<file path="src/rtl/cell_marker_tx.sv">
module cell_marker_tx #(
  parameter int DEPTH = 16
) (
  input  logic       clk,
  input  logic       rst_n,
  input  logic       wr_en,
  input  logic [7:0] wr_data,
  input  logic       wr_soc,
  input  logic       wr_cmd,
  input  logic       wr_adr,
  input  logic       halt,
  output logic       fifo_full,
  output logic       fifo_empty,
  output logic [7:0] tx_byte,
  output logic       tx_k
);
  localparam int AW = $clog2(DEPTH);
  localparam logic [AW:0] FULL_CNT = (AW+1)'(DEPTH);
  localparam logic [7:0] K_FILL = 8'hBC, K_CELL = 8'hF7, K_CMD = 8'hFB, K_ADR = 8'hFD;

  logic [10:0]   mem [DEPTH];
  logic [AW-1:0] wp, rp;
  logic [AW:0]   cnt;
  logic          pend;
  logic [10:0]   head;
  logic [7:0]    nxt_byte;
  logic          nxt_k;

  assign fifo_full  = (cnt == FULL_CNT);
  assign fifo_empty = (cnt == '0);
  assign head       = mem[rp];

  wire push = wr_en & ~fifo_full;
  wire go   = ~pend & ~fifo_empty & ~halt;
  wire mark = go & head[8];
  wire pop  = pend | (go & ~head[8]);

  always_comb begin
    if (pend || (go && !head[8])) begin
      nxt_byte = head[7:0];
      nxt_k    = 1'b0;
    end else if (mark) begin
      nxt_byte = head[9] ? (head[10] ? K_ADR : K_CMD) : K_CELL;
      nxt_k    = 1'b1;
    end else begin
      nxt_byte = K_FILL;
      nxt_k    = 1'b1;
    end
  end

  always_ff @(posedge clk)
    if (push) mem[wp] <= {wr_adr, wr_cmd, wr_soc, wr_data};

  always_ff @(posedge clk) begin
    if (!rst_n) begin
      wp      <= '0;
      rp      <= '0;
      cnt     <= '0;
      pend    <= 1'b0;
      tx_byte <= K_FILL;
      tx_k    <= 1'b1;
    end else begin
      if (push) wp <= wp + 1'b1;
      if (pop)  rp <= rp + 1'b1;
      cnt     <= cnt + (AW+1)'(push) - (AW+1)'(pop);
      pend    <= mark;
      tx_byte <= nxt_byte;
      tx_k    <= nxt_k;
    end
  end


  marker_then_data_chk: assert property (@(posedge clk) disable iff (!rst_n)
    (tx_k && (tx_byte == K_CELL || tx_byte == K_CMD || tx_byte == K_ADR)) |=> !tx_k);


  idle_fill_chk: assert property (@(posedge clk) disable iff (!rst_n)
    (fifo_empty && !wr_en) |=> (fifo_empty && (!$past(pend) -> (tx_k && tx_byte == K_FILL))));


  no_overflow_chk: assert property (@(posedge clk) disable iff (!rst_n)
    (fifo_full && !pend && halt) |=> fifo_full);


  count_bound_chk: assert property (@(posedge clk) disable iff (!rst_n)
    cnt <= FULL_CNT);


  reset_fill_chk: assert property (@(posedge clk)
    !rst_n |=> (tx_k && tx_byte == K_FILL && fifo_empty));
endmodule

</file>
<file path="config.mk">
export PLATFORM = sky130hd
export DESIGN_NAME = cell_marker_tx
export DESIGN_NICKNAME = d
export VERILOG_FILES = /design/src/rtl/cell_marker_tx.sv
export SDC_FILE = /design/constraint.sdc
export NUM_CORES = 1
export LEC_CHECK = 0
export BUFFER_PORTS_ARGS = -buffer_cell sky130_fd_sc_hd__buf_2
export CAP_MARGIN = 40
export CORE_MARGIN = 2
export CORE_UTILIZATION = 61
export DETAILED_ROUTE_END_ITERATION = 16
export GPL_ROUTABILITY_DRIVEN = 1
export PLACE_DENSITY = 0.78
export SLEW_MARGIN = 15
export SYNTH_ARGS = -nofsm -noshare
export SYNTH_HDL_FRONTEND = slang
export SYNTH_SLANG_ARGS = --single-unit
</file>
<file path="constraint.sdc">
create_clock -name clk -period 4.1 [get_ports clk]
set_clock_uncertainty 0.2 [all_clocks]
set_input_delay 0 -clock clk [delete_from_list [all_inputs] [get_ports clk]]
set_output_delay 0 -clock clk [all_outputs]
set_load 0.1 [all_outputs]
</file>
; Word level (Yosys, flattened, before mapping)
; Memory sizes are Yosys's and may differ from the RTL's. A register that Yosys moved wholly into a read port is not among the register bits.
; Index checks and enable logic that the tools add are counted.
[op_classes]
addsub = 4
n_eq_ne = 1
muxes = 9
bitwise_logic = 11
n_reduce_logical = 4
[ops]
columns = op, count
row1 = $mux W4, 3
row2 = $add A4 B1 Y4 const B, 2
row3 = $mux W8, 1
row4 = $mux W7, 1
row5 = $add A5 B1 Y5, 1
row6 = $and A1 B1 Y1, 5
row7 = $eq A5 B5 Y1 const B, 1
row8 = $logic_not A5 Y1, 1
row9 = $not A1 Y1, 5
row10 = $sub A5 B1 Y5, 1
row11 = $mux W1, 3
row12 = $mux W3, 1
row13 = $logic_and A1 B1 Y1, 1
row14 = $logic_not A1 Y1, 1
row15 = $logic_or A1 B1 Y1, 1
row16 = $or A1 B1 Y1, 1
[word_totals]
reg_bits = 23
ram_bits = 176
in_bits = 15
output_inout_bits = 11
mem_count = 1
[mem_list]
columns = name, words, width, read_ports, rd_clocked_by_memory_dff, wr, line
row1 = mem, 16, 11, 1, 1, 1, 21  ; logic [10:0] mem [DEPTH];

; Depth between registers and ports, before layout
[logic_depth]
depth_word = 8
ltp_mapped = 15
mapped_depth_nobuf = 15

; Worst setup path before layout
; No wires, ideal clock.
[synth_path]
path_type = register to register
start = register cnt[3]
end = register cnt[4]
setup_ns = 0.116
arrival_ns = 6.238
required_time_ns = 3.784
path_slack_ns = -2.453
path_stages_with_launch = 16
path_buffers = 0
synth_period_minus_slack_ns = 6.553
path_cell_list = dfxtp_1 inv_1 ha_1 nor4b_1 nor2_1 a31oi_2 and2_4 inv_1 ha_1 inv_1 ha_1 fa_1 a21oi_1 nor2_1 nor3_1 and3b_1
[synth_between]
elab_chain_len = 7
elab_cells_between_ends = 11
cone_classes = 2 x add/sub / 1 x eq/ne / 7 x bitwise / 1 x reduce/logical
[synth_lines]
columns = element, line
row1 = "start, declared", 23  ; logic [AW:0] cnt;
row2 = "start signal, assigned", 65  ; cnt <= cnt + (AW+1)'(push) - (AW+1)'(pop);
row3 = $logic_not A5 Y1, 30  ; assign fifo_empty = (cnt == '0);
row4 = named net fifo_empty, 13  ; output logic fifo_empty,
row5 = $not A1 Y1, 34  ; wire go = ~pend & ~fifo_empty & ~halt;
row6 = $and A1 B1 Y1 (2 in series), 34
row7 = $and A1 B1 Y1, 36  ; wire pop = pend | (go & ~head[8]);
row8 = $or A1 B1 Y1, 36
row9 = $sub A5 B1 Y5, 65
; The timed path passes the listed nets, and every way through them passes these cells.
; A chain may end at the register's enable or synchronous reset.

==> metrics.md <==
| Metric | Value |
|---|---|
| DRT Pass-1 Iters | `5` |
| HP Start | `wr_cmd` |
| Setup violators final | `0` |
| Clock transition at path regs | `0.07 ns` |
| I/O pin count | `26` |
| GRT Overall Usage | `23.7%` |
| Core ar. | `12700 um^2` |
| Max_slew headroom | `45.6%` |
| Cells after synthesis | `411` |
| Worst min path class | `in -> reg` |
| IO buf count | `25` |
| Setup slack, reg-to-reg | `about 0.6 ns` |
| Worst Setup Start Kind | `register` |
| CTS Sinks | `203` |
| Period utilization | `approximately 85%` |
| CTS tree | `built` |
| Clk_lat worst skew | `about 0.5 ns` |
| Worst Path Required | `approximately 4.3 ns` |
| CTS buffer count | `21` |
| Die width | `118 um` |
| CTS H-Tree Depth | `1` |
| Clock Tree Root | `clkbuf_16` |
| Status | `complete, no violations` |
| TNS Setup | `0 ns` |
| Maximum clock frequency | `about 0.29 GHz` |
| Starting Density | `62.7%` |
| Max incr delay on CP | `0.48 ns` |
| Distinct cells, synth | `42` |
| Synth Cell Area | `7950 um^2` |
| Antenna Violating Nets Remaining | `0` |
| Total congestion overflow | `0` |
| WHS | `0.222 ns` |
| Total number of vias | `4100` |
| Total setup buffers inserted after CTS | `0` |
| Peak VDD IR | `0.000474 V` |
| Yosys reg bits | `between 200 and 250` |
| Worst setup margin | `0.616 ns` |
| Syn_area_per_cell | `roughly 19 um^2` |
| Area grow syn2layout | `16.8%` |
| Largest net degree at the start of global routing | `32` |
| Final min period | `3.48 ns` |
| Post-synth EDFFs | `176` |
| DR iter-0 viols | `411` |
| Routed wire length | `15700 um` |
| Max-Cap Viols | `0` |
| Crit path kind | `reg -> reg` |
| WHS Path Cells | `2` |
| Final HPWL DP | `~10000 um` |
| Ordered cell list for the critical path | `mux2_2 > a221oi_1 > a31oi_4 > and2_4 > inv_1 > ha_1 > inv_1 > ha_1 > fa_1 > a21oi_1 > nor2_1 > nor3_1 > and3b_1` |
| Post-DR vias/cell | `between 6 and 7` |
| Hold Path End | `mem[6][9]` |
| Die Y | `118 um` |
| Top cell type by total area after synthesis | `edfxtp_1` |
| R2r endpoint | `cnt[4]` |
| Top cell type's share of synthesized area | `about two thirds` |
| GP Congestion | `0.841` |
| Fin. Hold Viols | `0` |
| Actual slew at the worst max-slew pin | `0.813 ns` |
| Share of layout cells above drive strength 1 | `~30%` |
| Area contributors post-synth | `edfxtp_1, mux4_2, dfxtp_1` |
| Pre-CTS setup slack | `0.637 ns` |
| Slowest stage cell, crit path | `a221oi_1` |
| Dominant synthesized flop cell | `edfxtp_1` |
| Static leakage | `0.00311 uW` |
| Number of global-route vias before repair | `4275` |
| YS warnings | `0` |
| Crit path capture type | `register` |
| Maximum root-to-sink buffer count | `3` |
| Drc violations | `0` |
| Initial antenna violation count | `0` |
| Die ar. | `14000 um^2` |
| Routed WL per cell | `between 20 and 25 um` |
| Worst-path fanout max | `10` |
| Antenna fix cells | `0` |
| Sequential fraction of the synthesis area | `between 70% and 80%` |
| Final net count | `506` |
| Post-CTS Resized | `0` |
| Post-synth ARST share | `0%` |
| R2R depth | `13` |
| FILL cells | `750` |
| First-pass GRT wire length | `roughly 25000 um` |
| # rows | `~40` |
| RSZ-0062 raised after global routing | `no` |
| Syn Nets | `438` |
| Power Dens Cells | `approximately 630 nW/um^2` |
| CP Data Arrival Time | `3.67 ns` |
| Max-slew violations | `0` |
registers in the layout, indices dropped and copies added (netlist names), named ones only:
register	count
pend	1
tx_byte	8
tx_k	1
rp	4
wp	4
cnt	5
mem	176
worst max path at each step:
stage	startpoint	end	slack (ns)	cells after the start
floorplan	cnt[3]	cnt[4]	0.1	15
global placement	register	cnt[4]	0.75	13
detailed placement	register	cnt[4]	0.64	13
CTS	register	cnt[4]	0.61	13
global route	register	cnt[4]	0.39	14
finish	register	cnt[4]	0.62	13
critical path, delay by kind of cell, from the launching register on:
kind,cells,cell delay [ns]
flops,1,0.47
fa+ha+maj,3,0.75
buf+inv,2,0.09
compound gates,3,0.86
mux,1,0.37
simple gates,4,0.62
cell usage in the layout, fill, tap and decap left out, types with 3 or more instances in the layout:
cell type	synthesis	routed
edfxtp_1	176	176
mux4_2	47	47
dfxtp_1	27	25
buf_2	6	25
buf_4	2	22
clkbuf_16	0	21
nor2_1	19	18
dlygate4sd3_1	0	15
inv_1	13	13
nand2_1	13	13
ha_1	11	11
and2_1	9	9
nand2b_1	8	8
mux2_2	7	7
nor2b_1	6	6
a22oi_1	5	5
nand3_1	5	5
nor3_2	0	4
xnor2_1	4	4
a21oi_1	4	4
clkbuf_1	8	4
mux2i_1	3	3
nand4_1	3	3
o21ai_0	3	3
a21o_1	3	3
bufinv_16	0	3
area by class of cell:
cell class	count	area, um^2	share of cell area [%]
Clock buffer	27	568	6.12
Sequential cell	203	5830	62.8
Inverter	13	48.8	0.526
Timing Repair Buffer	62	440	4.75
Clock inverter	10	148	1.59
Tap cell	172	215	2.32
Multi-Input combinational cell	178	2030	21.9
layer usage:
layer  up-vias  global-route usage [%]  wire length, um
met1      2102                    32.4             6140
met5         -                       0                0
met3        41                    3.57             1090
met4         0                    8.43              494
li1       1765                       -                -
met2       192                    39.5             8020
per-stage QoR:
step | instances | util, % | total power (uW) | instance area, um^2
after global placement | 613 | 66.4 | 3900 | 8410
after global routing | 665 | 73.2 | 6060 | 9280
after detailed placement | 613 | 66.4 | 3950 | 8410
after floorplan | 411 | - | 3640 | 7970
after CTS | 665 | 73.2 | 5880 | 9280
final | 665 | 73.2 | 5840 | 9280
synth_stat cells, types with 3 or more instances:
master and instances:
a21o_1 3, a21oi_1 4, a22oi_1 5, and2_1 9, buf_2 6, clkbuf_1 8, dfxtp_1 27, edfxtp_1 176
ha_1 11, inv_1 13, mux2_2 7, mux2i_1 3, mux4_2 47, nand2_1 13, nand2b_1 8, nand3_1 5
nand4_1 3, nor2_1 19, nor2b_1 6, nor3_1 5, o21ai_0 3, xnor2_1 4
cells by family after synthesis:
| group | after synthesis | share of synthesized area (%) |
|---|---|---|
| buf+inv | 30 | 1.70 |
| fa+ha+maj | 12 | 1.98 |
| flops | 203 | 73.3 |
| xor+xnor | 6 | 0.661 |
| simple gates | 75 | 4.91 |
| mux | 59 | 15.0 |
| compound gates | 26 | 2.41 |
power by group:
group | switching (uW) | leakage (uW) | internal [uW]
combinational | 845 | 0.000958 | 603
sequential | 80.4 | 0.00181 | 2370
clock | 759 | 0.000341 | 1180
total | 1680 | 0.00311 | 4150
timing repair:
item,CTS,global route
hold buffers,15,0
setup endpoints to repair,0,0
endpoints found under the hold margin,202,0
(Power assumes the default switching activity.)
